[config.mk]
export PLATFORM = sky130hd
export DESIGN_NAME = pxd_deser
export DESIGN_NICKNAME = d
export VERILOG_FILES = /design/src/rtl/pxd_pkg.sv /design/src/rtl/pxd_bit_counter.sv /design/src/rtl/pxd_frame_shifter.sv /design/src/rtl/pxd_word_latch.sv /design/src/rtl/pxd_deser.sv
export SDC_FILE = /design/constraint.sdc
export NUM_CORES = 1
export LEC_CHECK = 0
export CAP_MARGIN = 30
export CORE_ASPECT_RATIO = 0.75
export CORE_MARGIN = 2
export CORE_UTILIZATION = 55
export CTS_BUF_LIST = sky130_fd_sc_hd__clkbuf_8 sky130_fd_sc_hd__clkbuf_16
export CTS_CLUSTER_DIAMETER = 40
export CTS_CLUSTER_SIZE = 14
export DETAILED_ROUTE_END_ITERATION = 16
export GPL_TIMING_DRIVEN = 0
export PLACE_DENSITY = 0.77
export SLEW_MARGIN = 25
export SYNTH_ARGS = -nofsm -noshare
export SYNTH_HDL_FRONTEND = slang
export SYNTH_SLANG_ARGS = --single-unit
export TNS_END_PERCENT = 10
[constraint.sdc]
create_clock -name clk -period 3.35 [get_ports clk]
set_input_delay 0.67 -clock clk [delete_from_list [all_inputs] [get_ports clk]]
set_output_delay 0.67 -clock clk [all_outputs]
set_load 0.02 [all_outputs]
[src/rtl/pxd_pkg.sv]
package pxd_pkg;
  localparam int FRAME_W   = 30;
  localparam int COLOR_W   = 8;
  localparam int PIX_W     = 3 * COLOR_W;
  localparam int CTRL_W    = 3;
  localparam int BUS_W     = PIX_W + CTRL_W;
  localparam int PAR_BIT   = BUS_W;
  localparam int MAX_LANES = 3;
  localparam int LSEL_W    = 2;
  localparam int CNT_W     = $clog2(FRAME_W);

  localparam logic [BUS_W-1:0] IDLE_WORD = {{(BUS_W-1){1'b1}}, 1'b0};

  // lane-select code to number of active lanes
  function automatic logic [LSEL_W-1:0] lanes_of(input logic [LSEL_W-1:0] sel);
    case (sel)
      2'b01:   return 2'd2;
      2'b10:   return 2'd3;
      default: return 2'd1;
    endcase
  endfunction

  // bit periods per frame for a lane count
  function automatic logic [CNT_W-1:0] periods_of(input logic [LSEL_W-1:0] n);
    case (n)
      2'd2:    return CNT_W'(FRAME_W / 2);
      2'd3:    return CNT_W'(FRAME_W / 3);
      default: return CNT_W'(FRAME_W);
    endcase
  endfunction

  // even parity over data, control and parity bit
  function automatic logic parity_good(input logic [PAR_BIT:0] f);
    return ~^f;
  endfunction

  // frame to bus word, optionally mirrored colour fields
  function automatic logic [BUS_W-1:0] bus_map(input logic [PAR_BIT-1:0] f, input logic sw);
    logic [PIX_W-1:0] px;
    px = f[PIX_W-1:0];
    if (sw) begin
      for (int i = 0; i < PIX_W; i++) px[i] = f[PIX_W-1-i];
    end
    return {px, f[BUS_W-1:PIX_W]};
  endfunction
endpackage

[src/rtl/pxd_bit_counter.sv]
module pxd_bit_counter
  import pxd_pkg::*;
#(
  parameter int CW = CNT_W,
  parameter int LW = LSEL_W
) (
  input  logic          clk,
  input  logic          rst_n,
  input  logic          active,
  input  logic          frame_start,
  input  logic [LW-1:0] nlanes,
  output logic          done
);
  logic [CW-1:0] cnt;
  logic [CW-1:0] periods;
  logic          aligned;
  logic          last;

  always_comb begin
    periods = periods_of(nlanes);
    last    = (cnt >= periods - CW'(1));
    done    = active && aligned && !frame_start && last;
  end

  always_ff @(posedge clk or negedge rst_n) begin
    if (!rst_n) begin
      cnt     <= '0;
      aligned <= 1'b0;
    end else if (!active) begin
      cnt     <= '0;
      aligned <= 1'b0;
    end else if (frame_start) begin
      cnt     <= CW'(1);
      aligned <= 1'b1;
    end else if (aligned) begin
      cnt <= last ? '0 : cnt + CW'(1);
    end
  end
endmodule

[src/rtl/pxd_frame_shifter.sv]
module pxd_frame_shifter
  import pxd_pkg::*;
#(
  parameter int FW = FRAME_W,
  parameter int NL = MAX_LANES,
  parameter int LW = LSEL_W
) (
  input  logic          clk,
  input  logic          rst_n,
  input  logic          active,
  input  logic [LW-1:0] nlanes,
  input  logic [NL-1:0] din,
  output logic [FW-1:0] frame_nxt
);
  localparam int IDX_W = $clog2(FW);

  logic [FW-1:0]    sr;
  logic [IDX_W-1:0] pos;

  // shift right by the lane count, new bits enter at the top
  always_comb begin
    frame_nxt = sr >> nlanes;
    pos       = '0;
    for (int i = 0; i < NL; i++) begin
      if (i < int'(nlanes)) begin
        pos = IDX_W'(FW - int'(nlanes) + i);
        frame_nxt[pos] = din[i];
      end
    end
  end

  always_ff @(posedge clk or negedge rst_n) begin
    if (!rst_n)      sr <= '0;
    else if (active) sr <= frame_nxt;
  end
endmodule

[src/rtl/pxd_word_latch.sv]
module pxd_word_latch
  import pxd_pkg::*;
#(
  parameter int FW = FRAME_W,
  parameter int BW = BUS_W
) (
  input  logic          clk,
  input  logic          rst_n,
  input  logic          active,
  input  logic          done,
  input  logic          swap,
  input  logic [FW-1:0] frame,
  output logic [BW-1:0] bus,
  output logic          pclk_en,
  output logic          par_err
);
  logic good;
  logic unused_rsvd;

  assign good        = parity_good(frame[PAR_BIT:0]);
  assign unused_rsvd = ^frame[FW-1:PAR_BIT+1];

  always_ff @(posedge clk or negedge rst_n) begin
    if (!rst_n) begin
      bus     <= IDLE_WORD;
      pclk_en <= 1'b0;
      par_err <= 1'b0;
    end else if (!active) begin
      bus     <= IDLE_WORD;
      pclk_en <= 1'b0;
      par_err <= 1'b0;
    end else begin
      pclk_en <= done;
      par_err <= done && !good;
      if (done && good) bus <= bus_map(frame[PAR_BIT-1:0], swap);
    end
  end
endmodule

[src/rtl/pxd_deser.sv]
module pxd_deser
  import pxd_pkg::*;
#(
  parameter int FW = FRAME_W,
  parameter int NL = MAX_LANES,
  parameter int BW = BUS_W
) (
  input  logic              clk,
  input  logic              rst_n,
  input  logic              rx_en,
  input  logic              clk_ok,
  input  logic [LSEL_W-1:0] lane_sel,
  input  logic              swap,
  input  logic              frame_start,
  input  logic [NL-1:0]     lane_din,
  output logic [BW-1:0]     pix_bus,
  output logic              pclk_en,
  output logic              par_err
);
  logic              active;
  logic [LSEL_W-1:0] nlanes;
  logic              frame_done;
  logic [FW-1:0]     frame_word;

  assign active = rx_en && clk_ok;
  assign nlanes = lanes_of(lane_sel);

  pxd_bit_counter #(.CW(CNT_W), .LW(LSEL_W)) cnt_i (
    .clk(clk), .rst_n(rst_n), .active(active), .frame_start(frame_start),
    .nlanes(nlanes), .done(frame_done)
  );

  pxd_frame_shifter #(.FW(FW), .NL(NL), .LW(LSEL_W)) shf_i (
    .clk(clk), .rst_n(rst_n), .active(active), .nlanes(nlanes),
    .din(lane_din), .frame_nxt(frame_word)
  );

  pxd_word_latch #(.FW(FW), .BW(BW)) lat_i (
    .clk(clk), .rst_n(rst_n), .active(active), .done(frame_done),
    .swap(swap), .frame(frame_word), .bus(pix_bus),
    .pclk_en(pclk_en), .par_err(par_err)
  );
endmodule

-- Yosys cells after proc, flatten, opt, wreduce, memory -nomap -nowiden
Cells that the tools add are included.
- output and inout port bits: 29
- input bits: 11
- register bits after elaboration: 65
- logic and storage cells: 66
- equality and inequality tests: 7
- reduce and logical (&&, ||, !) cells: 12
- order comparisons: 10
- shift-type cells: 1
- add/subtract/negate cells: 5
- muxes and demuxes: 25
- operators with widths (cell ; number):
    $bwmux 30 ; 3
    $mux 30 ; 3
    $mux 27 ; 2
    $shr 30x2->30 ; 1
    $reduce_xnor 28->1 ; 1
    $mux 24 ; 1
    $mux 5 ; 4
    $lt 5x6->1 const B ; 3
    $demux 1 s5 ; 3
    $ge 5x1->1 const B ; 3
    $pmux 5 s2 ; 1
    $logic_and 1x1->1 ; 9
    $mux 1 ; 7
    $eq 2x2->1 const B ; 3
    $add 5x1->5 const B ; 1
    $add 5x2->5 const B ; 1
    $add 5x3->5 const B ; 1
    $ge 5x5->1 ; 1
    $sub 5x1->5 const B ; 1
    $sub 5x2->5 const A ; 1
    $lt 1x2->1 const A ; 2
    $pmux 2 s2 ; 1
    $ne 3x3->1 const B ; 1
    $eq 2x1->1 const B ; 1
    4 further kinds ; 5

-- Depth between registers and ports, before layout
Gate-level depths: netlist of run 1.
- word-level depth: 17
- depth in mapped cells: 17
- depth with buffers taken out: 12

-- Hierarchy
A second synthesis of run 1 with hierarchy kept.
- cells, all modules: 596
- area, all modules: 5331.4 µm²
- by module, submodules not included (module ; sequential area each (µm²) ; cells each ; times used ; area an instance (µm²)):
    pxd_frame_shifter ; 750.7 ; 368 ; 1 ; 2984.1
    pxd_word_latch ; 758.2 ; 181 ; 1 ; 1896.8
    pxd_bit_counter ; 150.1 ; 42 ; 1 ; 420.4
    pxd_deser ; 0.0 ; 5 ; 1 ; 30.0

-- Worst setup path after synthesis of run 1
Ideal clock, no wire load.
- path type: input -> register
- start: in lane_sel[0]
- end: reg lat_i.bus[2]
- buffers on the path: 6
- data required time: 3.273 ns
- data arrival time: 3.393 ns
- cell stages on the path: 16
- library setup time: 0.077 ns
- path slack: -0.121 ns
- cell sequence: inv_1 -> ha_1 -> buf_6 -> buf_6 -> buf_4 -> buf_2 -> mux2i_1 -> xnor2_1 -> xnor2_1 -> xnor2_1 -> xnor2_1 -> xor3_1 -> and2_4 -> buf_8 -> buf_8 -> a31oi_1
- word-level cells in the longest chain between the ends: 16
- RTL lines (element ; line ; source):
    from (decl) ; pxd_deser.sv:12 ; input logic [LSEL_W-1:0] lane_sel,
    $eq 2x2->1 or $eq 2x1->1 (tied branches) ; pxd_pkg.sv:16 ; case (sel)
    $pmux 2 s2 * ; pxd_pkg.sv:16 ;
    branches (longest 14 deep; another with $lt 5x6->1) ; - ;
    to (signal assigned) ; pxd_word_latch.sv:35 ; if (done && good) bus <= bus_map(frame[PAR_BIT-1:0], swap);
    to (decl) ; pxd_word_latch.sv:13 ; output logic [BW-1:0] bus,
Mark *: on every way between the ends. The select of a mux whose other input is x is not followed.
A chain may end at the register's enable or synchronous reset.

-- Final worst setup path of run 1
- start: in lane_sel[1]
- end: reg lat_i.bus[18]
- word-level cells in the longest chain between the ends: 16
- RTL lines (element ; line):
    $eq 2x2->1 or $eq 2x1->1 (tied branches) ; pxd_pkg.sv:16
    $pmux 2 s2 * ; pxd_pkg.sv:16
    branches (longest 14 deep; another with $lt 5x6->1) ; -
Marks and branches as above.

==> flow_summary.yaml, run 1 <==
clock_tree:
  htreeDepth: 3
  clock_path_buffers: 2
  tritoncts: "yes"
  clk_pin_slew_worst_paths_ns: 0.07
  cts_root_buf: "clkbuf_8"
  insertion_delay_ns: 0.36
  cts_buffers: 9
  holdBufCountCts: 0
  clock_sinks: 65
route:
  routedWlPerCell_um: 19.9
  highest_layer: "met4"
  dr_wl_met2_mm: 5.77
  drc_errors: 0
  drtIter0Drc: 535
  dr_wl_met3_mm: 1.37
  drt-met1-wl_mm: 5.47
  via_per_inst: 6.15
  num_vias: 4035
  routed_wl_mm: 13.0
  ant_nets: 0
  firstDrtPassIters: 5
synth:
  synth.most_common_cell: "nand2_1"
  ys_top_cells_by_area: "dfrtp_1 (22%), dfstp_2 (16%), mux2i_1 (9.9%)"
  syn_inst: 476
  synth_fa_ha_area_share_pct: 2.59
  synth_simple_gate_area_share_pct: 17.7
  synth_top_family_by_area: "simple AND/OR/NAND/NOR gates"
  ys_types: 50
  ys.flop_type: "dfrtp_1"
  synth_common_cells: "nand2_1 (75), nor2_1 (73), mux2i_1 (43)"
  synth_mux_area_share_pct: 17.7
  synth_largest_area_cell: "dfrtp_1"
  yosysWarnings: 0
  synth_seq_cells: 65
  syn_area_um2: 4350
  synth_compound_area_share_pct: 12.1
  synth_top_area_share_pct: 22.4
  synth_xor_area_share_pct: 6.44
  syn-num-nets: 496
  yosysSeqAreaShare_pct: 38.1
  avgSynthCellArea_um2: 9.14
  synth_edf_count: 0
  async_flop_share_pct: 100
layout:
  layout.nets: 566
  nFillCells: 540
  num_antenna_cells: 0
  drive_gt1_share_pct: 25.4
  syn2layout_area_growth_pct: 30.9
  multi_input_area_um2: 2740
  final_cells: 656
  fin_area_um2: 5700
  seqCellArea_um2: 1660
critical_path:
  worstPathMaxFanout: 6
  worstSetupPathType: "in -> reg"
  cp.required_ns: 3.62
  cp_data_arrival_time_ns: 3.65
  end_kind: "register"
  critPathLaunchType: "input port"
grt:
  first_global_vias: 3680
  gr-total-overflow: 0
  grt_pass1_wl_mm: 19.7
  grt_max_degree: 41
  antenna_found_initial: 0
  gr-usage-all-layers_pct: 30.0
sta:
  post-route-min-period_ns: 3.38
  final-hold-violation-count: 0
  timing.hold.ws_ns: 0.215
  fin_tns_setup_ns: -0.123
  relSlewSlack_pct: 58.7
  finalClockSkew_ns: 0.0146
  finalCritPeriodShare_pct: 101
  final.setup.worst_slack_ns: -0.0296
  rsz0062_at_grt: "true"
  drv_slew: 0
  setup_viol_count_final: 6
  max_freq_ghz: 0.296
  tightest_slew_ns: 0.620
flow_run:
  cap_viol_max_count: 0
run_status:
  status: "complete, but fails checks"
  violations: "setup timing"
floorplan:
  fp.coreArea_um2: 7780
  dieWidth_um: 107
  dieHeight_um: 81.0
  ios: 40
  start_util_pct: 55.9
  die_area_um2: 8640
  rows: 28
placed_design:
  placed_area_um2: 4930
  place.port_buffers: 38
  place_inst: 620
  dp_hpwl_mm: 8.57
  gp_congestion: 0.949
worst_hold_path:
  hold_path_class: "in -> async"
pwr:
  max-vdd-ir-drop_uv: 498
  power.density_nw_per_um2: 605
  p_leak_nw: 2.29
  power_mw: 3.45
==> metal layers <==
metal  track usage, %  up-vias
met3             8.83       49
li1                 -     1788
met2             45.4      270
met1             41.6     1928
met5                0        -
met4             10.1        0
==> repair_timing <==
action	CTS	global route
setup buffers	9	10
pin swaps	8	14
cloned	1	2
setup endpoints to repair	30	27
gates resized for setup	46	42
==> through the flow <==
step / setup WS [ns] / util, %
floorplan: -0.0305 / -
global route: -0.129 / 73.2
finish: -0.0296 / 73.2
CTS: -0.0836 / 69.0
global placement: -1.16 / 63.1
detailed placement: -1.20 / 63.3
==> registers in the layout (all words and copies together), names as in the netlist <==
signal	count
lat_i.par_err	1
shf_i.sr	30
cnt_i.cnt	5
cnt_i.aligned	1
lat_i.pclk_en	1
lat_i.bus	27
==> critical path, stage by stage <==
cell and delay [ns]:
buf_8 0.11, inv_6 0.05, ha_4 0.20, buf_12 0.15, mux2i_4 0.23, inv_1 0.07
mux4_2 0.52, xnor2_2 0.17, xnor2_1 0.22, xnor2_1 0.15, xor3_2 0.51, and2_4 0.25
buf_12 0.16, mux2i_2 0.18
==> where the power goes <==
group	internal [mW]	switching, mW
combinational	0.890	0.815
clock	0.430	0.315
sequential	0.877	0.119
==> cells in the final DEF, fill, tap and decap left out, drive strengths merged, types with 2 or more instances in the layout <==
| cell | n |
|---|---|
| and3 | 4 |
| buf | 36 |
| o21bai | 2 |
| a21oi | 17 |
| bufinv | 2 |
| clkdlybuf4s50 | 35 |
| o21ai | 30 |
| nor2b | 3 |
| inv | 12 |
| xor2 | 3 |
| mux4 | 11 |
| nand2b | 4 |
| clkinv | 2 |
| dfrtp | 39 |
| nand4b | 2 |
| a31oi | 3 |
| o22ai | 2 |
| nand3 | 5 |
| mux2i | 43 |
| dfstp | 26 |
| and2 | 3 |
| clkbuf | 32 |
| nor3 | 9 |
| nor2 | 73 |
| xnor2 | 22 |
| a211oi | 21 |
| nor3b | 3 |
| nand2 | 75 |
| ha | 9 |
| mux2 | 8 |
==> layout make-up <==
class | instances | area share [%]
Buffer | 32 | 4.17
Clock buffer | 10 | 2.42
Clock inverter | 6 | 1.34
Inverter | 11 | 1.10
Multi-Input combinational cell | 366 | 48.1
Sequential cell | 65 | 29.1
Tap cell | 105 | 2.31
Timing Repair Buffer | 61 | 11.4
==> cell families (layout without fill, tap and decap cells) <==
kind of cell / Yosys count / after routing
multiplexers: 62 / 62
flip-flops: 65 / 65
buffers and inverters: 45 / 120
AO/OA/AOI/OAI: 85 / 85
AND/OR/NAND/NOR: 183 / 183
XOR/XNOR: 27 / 27
adder cells (fa/ha/maj): 9 / 9
==> worst paths after layout <==
check,from,to,slack (ns),cells past startpoint
worst max-delay path,lane_sel[1],lat_i.bus[18],-0.03,14
min in group clk,shf_i.sr[0],shf_i.sr[0],0.52,2
max in group asynchronous,rst_n,lat_i.bus[1],2.53,2
worst min register to register,shf_i.sr[0],shf_i.sr[0],0.52,2
worst max register to register,shf_i.sr[24],lat_i.bus[18],0.36,9
worst min-delay path,rst_n,cnt_i.cnt[4],0.22,1
Power figures use the tool's default switching activity.
==> inputs of run 2 (changes only) <==
--- a/config.mk
+++ b/config.mk
@@ -9,7 +9,6 @@
 export CORE_ASPECT_RATIO = 0.75
 export CORE_MARGIN = 2
 export CORE_UTILIZATION = 55
-export CTS_BUF_LIST = sky130_fd_sc_hd__clkbuf_8 sky130_fd_sc_hd__clkbuf_16
 export CTS_CLUSTER_DIAMETER = 40
 export CTS_CLUSTER_SIZE = 14
 export DETAILED_ROUTE_END_ITERATION = 16
==> run 2 against run 1 <==
Compared with the run above:
- the flow still finishes with violations (setup timing)
- global-route usage is the same
- non-clock buffer count is the same
- register-to-register slack is essentially flat
- clock power grew 1%
- die area is the same
- sequential share of layout area is the same
- sequential cell count is the same
- maximum frequency is essentially flat
- clock skew is essentially flat
- first-iteration DRC count grew 0.37%
- critical path type unchanged
- largest cell class unchanged
==> flow_summary.yaml, run 2 (synthesis gave the netlist of run 1 again) <==
clock_tree:
  clock_path_buffers: 2
  cts_buffers: 9
  holdBufCountCts: 0
  insertion_delay_ns: 0.36
  htreeDepth: 3
  clk_pin_slew_worst_paths_ns: 0.07
  tritoncts: "yes"
  cts_root_buf: "clkbuf_8"
  clock_sinks: 65
critical_path:
  reg2reg_to: "lat_i.bus[18]"
  critical_path.endpoint: "lat_i.bus[18]"
  cp_top_family: "XOR/XNOR gates"
  cp.required_ns: 3.62
  crit_path_start: "lane_sel[1]"
  reg2reg_slack_ns: 0.36
  worstSetupPathType: "in -> reg"
  crit_path_cell_trace: "buf_8, inv_6, ha_4, buf_12, mux2i_4, inv_1, mux4_2, xnor2_2, xnor2_1, xnor2_1, xor3_2, and2_4, buf_12, mux2i_2"
  cp_data_arrival_time_ns: 3.65
  crit_slowest_cell: "mux4_2"
  rr_worst_depth: 9
  critPathLaunchType: "input port"
  cp_num_buf_inv: 5
  end_kind: "register"
  slowest_delay_ns: 0.52
  worstPathMaxFanout: 6
  r2r-start: "shf_i.sr[24]"
  cp_num_cells: 14
run_status:
  status: "complete, but fails checks"
  violations: "setup timing"
sta:
  tightest_slew_ns: 0.622
  drv_slew: 0
  post-route-min-period_ns: 3.38
  rsz0062_at_grt: "true"
  finalClockSkew_ns: 0.0142
  final-hold-violation-count: 0
  relSlewSlack_pct: 58.5
  finalCritPeriodShare_pct: 101
  final.setup.worst_slack_ns: -0.0301
  max_freq_ghz: 0.296
  setup_viol_count_final: 6
layout:
  final_core_util_pct: 73.2
  final_cells: 656
  final_cell_mix: "nand2_1 (75), nor2_1 (71), dfrtp_1 (39), clkdlybuf4s50_1 (35), o21ai_0 (30)"
  syn2layout_area_growth_pct: 30.9
  nFillCells: 540
  largest_register_ffs: 30
  layout.nets: 566
  drive_gt1_share_pct: 25.4
  num_antenna_cells: 0
  mostFrequentLayoutCell: "nand2_1"
  top_regs: "shf_i.sr x30, lat_i.bus x27, cnt_i.cnt x5"
  largest_register: "shf_i.sr"
pwr:
  power.density_nw_per_um2: 607
  p_leak_nw: 2.28
  power_mw: 3.46
  comb_power_share_pct: 49.3
  p_int_mw: 2.21
  max-vdd-ir-drop_uv: 498
  swShare_pct: 36.1
  p_clk_share_pct: 21.8
  p_seq_share_pct: 28.8
  p_sw_mw: 1.25
route:
  routedWlPerCell_um: 19.8
  drtIter0Drc: 537
  via_per_inst: 6.14
  firstDrtPassIters: 5
  routed_wl_mm: 13.0
  drc_errors: 0
  num_vias: 4025
  ant_nets: 0
grt:
  antenna_found_initial: 0
  gr-usage-all-layers_pct: 30.0
  top_usage_layer: "met2"
  met3_usage_pct: 8.83
  grt_use_met2_pct: 45.4
  met1_usage_pct: 41.6
  grt_pass1_wl_mm: 19.7
  grt_max_degree: 41
  first_global_vias: 3680
  gr-total-overflow: 0
floorplan:
  dieHeight_um: 81.0
  dieWidth_um: 107
  start_util_pct: 55.9
  rows: 28
  fp.coreArea_um2: 7780
  ios: 40
  die_area_um2: 8640
placed_design:
  place.port_buffers: 38
  dp_hpwl_mm: 8.57
  gp_congestion: 0.949
  place_inst: 620
worst_hold_path:
  hold_path_class: "in -> async"
flow_run:
  cap_viol_max_count: 0
run 2: per-layer routing:
| metal | vias up | share of wire (%) |
|---|---|---|
| met5 | - | 0 |
| met4 | 0 | 3.2 |
| met3 | 44 | 10 |
| met2 | 269 | 45 |
| met1 | 1924 | 42 |
| li1 | 1788 | - |
run 2: layout make-up:
class | instances | area (um^2) | share of cell area, %
Multi-Input combinational cell | 366 | 2740 | 48.1
Sequential cell | 65 | 1660 | 29.1
Timing Repair Buffer | 61 | 649 | 11.4
Buffer | 32 | 238 | 4.17
Clock buffer | 13 | 149 | 2.61
Tap cell | 105 | 131 | 2.31
Clock inverter | 3 | 65.1 | 1.14
Inverter | 11 | 62.6 | 1.10
run 2: worst reg2reg max path: stages (launching register included):
cell and delay, ns:
dfrtp_1 0.44, mux2_4 0.31, mux4_2 0.52, xnor2_2 0.17
xnor2_1 0.21, xnor2_1 0.15, xor3_2 0.51, and2_4 0.25
buf_12 0.16, mux2i_2 0.19
run 2: timing repair:
| action | in CTS | in global routing |
|---|---|---|
| setup endpoints to repair | 30 | 27 |
| gates resized for setup | 46 | 42 |
| pin swaps | 8 | 14 |
| buffers inserted | 9 | 10 |
| gates cloned | 1 | 2 |
run 2: metrics by stage:
step	instance area, um^2	TNS [ns]	setup WS [ns]	hold slack, ns
after global routing	5700	-1.75	-0.129	0.242
after detailed placement	4930	-32.74	-1.20	0.491
after floorplan	4400	-0.213	-0.0305	0.374
final	5700	-0.122	-0.0301	0.215
after global placement	4910	-52.41	-1.16	0.462
after CTS	5360	-1.03	-0.0839	0.228
run 2: power groups by stage:
stage                     registers [mW]  clock network, mW  logic [mW]
final                              0.997              0.754        1.70
after detailed placement           0.985                  0        1.27
after CTS                          0.977              0.755        1.49
after global placement             0.980                  0        1.25
after global routing                1.00              0.791        1.81
after floorplan                    0.954                  0        1.00
run 2: worst min-delay path by stage:
| stage | startpoint | endpoint | depth (start not counted) |
|---|---|---|---|
| 2_1_floorplan | rst_n | cnt_i.aligned | 0 |
| 3_3_place_gp | shf_i.sr[0] | shf_i.sr[0] | 2 |
| 3_5_place_dp | shf_i.sr[6] | shf_i.sr[6] | 2 |
| 4_1_cts | rst_n | cnt_i.cnt[4] | 1 |
| 5_1_grt | rst_n | cnt_i.cnt[2] | 1 |
| 6_report | rst_n | cnt_i.cnt[4] | 1 |
==> inputs of run 3 (changes only) <==
--- a/config.mk
+++ b/config.mk
@@ -10,10 +10,11 @@
 export CORE_MARGIN = 2
 export CORE_UTILIZATION = 55
 export CTS_CLUSTER_DIAMETER = 40
-export CTS_CLUSTER_SIZE = 14
+export CTS_CLUSTER_SIZE = 20
 export DETAILED_ROUTE_END_ITERATION = 16
 export GPL_TIMING_DRIVEN = 0
 export PLACE_DENSITY = 0.77
+export SETUP_SLACK_MARGIN = 0.1
 export SLEW_MARGIN = 25
 export SYNTH_ARGS = -nofsm -noshare
 export SYNTH_HDL_FRONTEND = slang
==> run 3 against run 2 <==
Compared with the run above:
- the run still ends with setup timing left
- utilization is 1.6 points lower
- maximum frequency decreased by 3.6%
- hold slack worse by 0.00096 ns
- register-to-register slack worse by 0.07 ns
- global-route usage is 0.21 points lower
- critical path depth grew 1
- clock-buffer cell count is the same
- combinational power fell by 5%
- first-iteration DRC count down 2.8%
- highest routed layer unchanged
==> flow_summary.yaml, run 3 (synthesis gave the netlist of run 1 again) <==
route:
  firstDrtPassIters: 6
  drtIter0Drc: 522
  num_vias: 3999
  routed_wl_mm: 12.7
  drc_errors: 0
  via_per_inst: 6.14
  ant_nets: 0
  routedWlPerCell_um: 19.5
floorplan:
  dieHeight_um: 81.0
  fp.coreArea_um2: 7780
  rows: 28
  start_util_pct: 55.9
  dieWidth_um: 107
  ios: 40
  die_area_um2: 8640
clock_tree:
  tritoncts: "yes"
  cts_buffers: 9
  htreeDepth: 3
  clk_pin_slew_worst_paths_ns: 0.08
  cts_root_buf: "clkbuf_8"
  insertion_delay_ns: 0.36
  holdBufCountCts: 0
  clock_path_buffers: 2
  clock_sinks: 65
sta:
  drv_slew: 0
  tightest_slew_ns: 0.615
  rsz0062_at_grt: "true"
  post-route-min-period_ns: 3.51
  finalCritPeriodShare_pct: 105
  final-hold-violation-count: 0
  final.setup.worst_slack_ns: -0.158
  setup_viol_count_final: 27
  finalClockSkew_ns: 0.0125
  relSlewSlack_pct: 59.0
  max_freq_ghz: 0.285
  fin_tns_setup_ns: -2.93
worst_hold_path:
  hold_path_class: "in -> async"
layout:
  layout.nets: 561
  final_cell_mix: "nand2_1 (75), nor2_1 (73), dfrtp_1 (39), clkdlybuf4s50_1 (35)"
  mostFrequentLayoutCell: "nand2_1"
  largest_register: "shf_i.sr"
  top_regs: "shf_i.sr x30, lat_i.bus x27, cnt_i.cnt x5"
  largest_register_ffs: 30
  num_antenna_cells: 0
  syn2layout_area_growth_pct: 28.0
  final_cells: 651
  drive_gt1_share_pct: 23.4
placed_design:
  dp_hpwl_mm: 8.57
  gp_congestion: 0.949
  place_ws_ns: -1.20
  place.port_buffers: 38
  place_inst: 620
grt:
  antenna_found_initial: 0
  grt_pass1_wl_mm: 19.6
  gr-usage-all-layers_pct: 29.8
  first_global_vias: 3669
  gr-total-overflow: 0
  grt_max_degree: 41
critical_path:
  end_kind: "register"
  reg2reg_to: "lat_i.bus[12]"
  worstPathMaxFanout: 10
  worstSetupPathType: "in -> reg"
  critPathLaunchType: "input port"
  cp.required_ns: 3.63
  cp_data_arrival_time_ns: 3.79
  reg2reg_slack_ns: 0.29
  crit_path_start: "lane_sel[1]"
  critical_path.endpoint: "lat_i.bus[12]"
  r2r-start: "shf_i.sr[27]"
  rr_worst_depth: 11
pwr:
  max-vdd-ir-drop_uv: 472
  p_leak_nw: 2.23
  power.density_nw_per_um2: 602
flow_run:
  cap_viol_max_count: 0
run_status:
  status: "complete, but fails checks"
  violations: "setup timing"
run 3: cell count changes in the layout (fill, tap and decap cells not counted), sizes merged:
cell and change:
buf -5
run 3: worst max-delay path: stages:
cell	delay, ns
buf_6	0.10
inv_1	0.13
ha_4	0.20
buf_12	0.16
mux2i_4	0.27
inv_1	0.09
mux4_2	0.52
xnor2_2	0.17
xnor2_1	0.20
xnor2_1	0.17
xor3_2	0.42
and2_4	0.17
buf_12	0.14
clkbuf_16	0.16
mux2i_1	0.19
run 3: worst min-delay path by stage:
stage           startpoint             to  slack (ns)  cells after the start
4_1_cts              rst_n   cnt_i.cnt[4]        0.23                      1
5_1_grt              rst_n   cnt_i.cnt[2]        0.24                      1
2_1_floorplan        rst_n  cnt_i.aligned        0.37                      0
3_3_place_gp   shf_i.sr[0]    shf_i.sr[0]        0.46                      2
3_5_place_dp   shf_i.sr[6]    shf_i.sr[6]        0.49                      2
6_report             rst_n   cnt_i.cnt[4]        0.21                      1
run 3: per-stage QoR:
| step | power, mW | util (%) | cell area, um^2 | hold WS [ns] |
|---|---|---|---|---|
| 6_report | 3.36 | 71.6 | 5570 | 0.214 |
| 5_1_grt | 3.50 | 71.6 | 5570 | 0.241 |
| 4_1_cts | 3.22 | 68.9 | 5360 | 0.228 |
| 3_3_place_gp | 2.23 | 63.1 | 4910 | 0.462 |
| 3_5_place_dp | 2.26 | 63.3 | 4930 | 0.491 |
| 2_1_floorplan | 1.96 | - | 4400 | 0.374 |
run 3: what timing repair did:
| action | 4_1_cts | 5_1_grt |
|---|---|---|
| buffers inserted | 6 | 6 |
| resized for setup | 47 | 26 |
| setup endpoints to repair | 32 | 28 |
| cloned | 1 | 2 |
| pin swaps | 8 | 9 |
run 3: power by group:
| group | total, mW | switching [mW] | internal, mW | leakage (nW) |
|---|---|---|---|---|
| combinational | 1.61 | 0.793 | 0.820 | 1.33 |
| sequential | 0.991 | 0.113 | 0.877 | 0.791 |
| clock | 0.752 | 0.312 | 0.439 | 0.108 |
run 3: layout make-up:
| class | instances | area (um^2) |
|---|---|---|
| Sequential cell | 65 | 1660 |
| Buffer | 34 | 263 |
| Clock buffer | 13 | 149 |
| Timing Repair Buffer | 54 | 557 |
| Fill cell | 578 | 2210 |
| Multi-Input combinational cell | 366 | 2690 |
| Clock inverter | 3 | 65.1 |
| Tap cell | 105 | 131 |
| Inverter | 11 | 57.6 |
run 3: routing by layer:
metal  global-route usage (%)  part of all wire, %  vias up
li1                         -                    -     1776
met1                     41.1                   41     1907
met2                     44.6                   45      272
met3                     9.15                   12       44
met4                     10.8                  2.9        0
met5                        0                    0        -
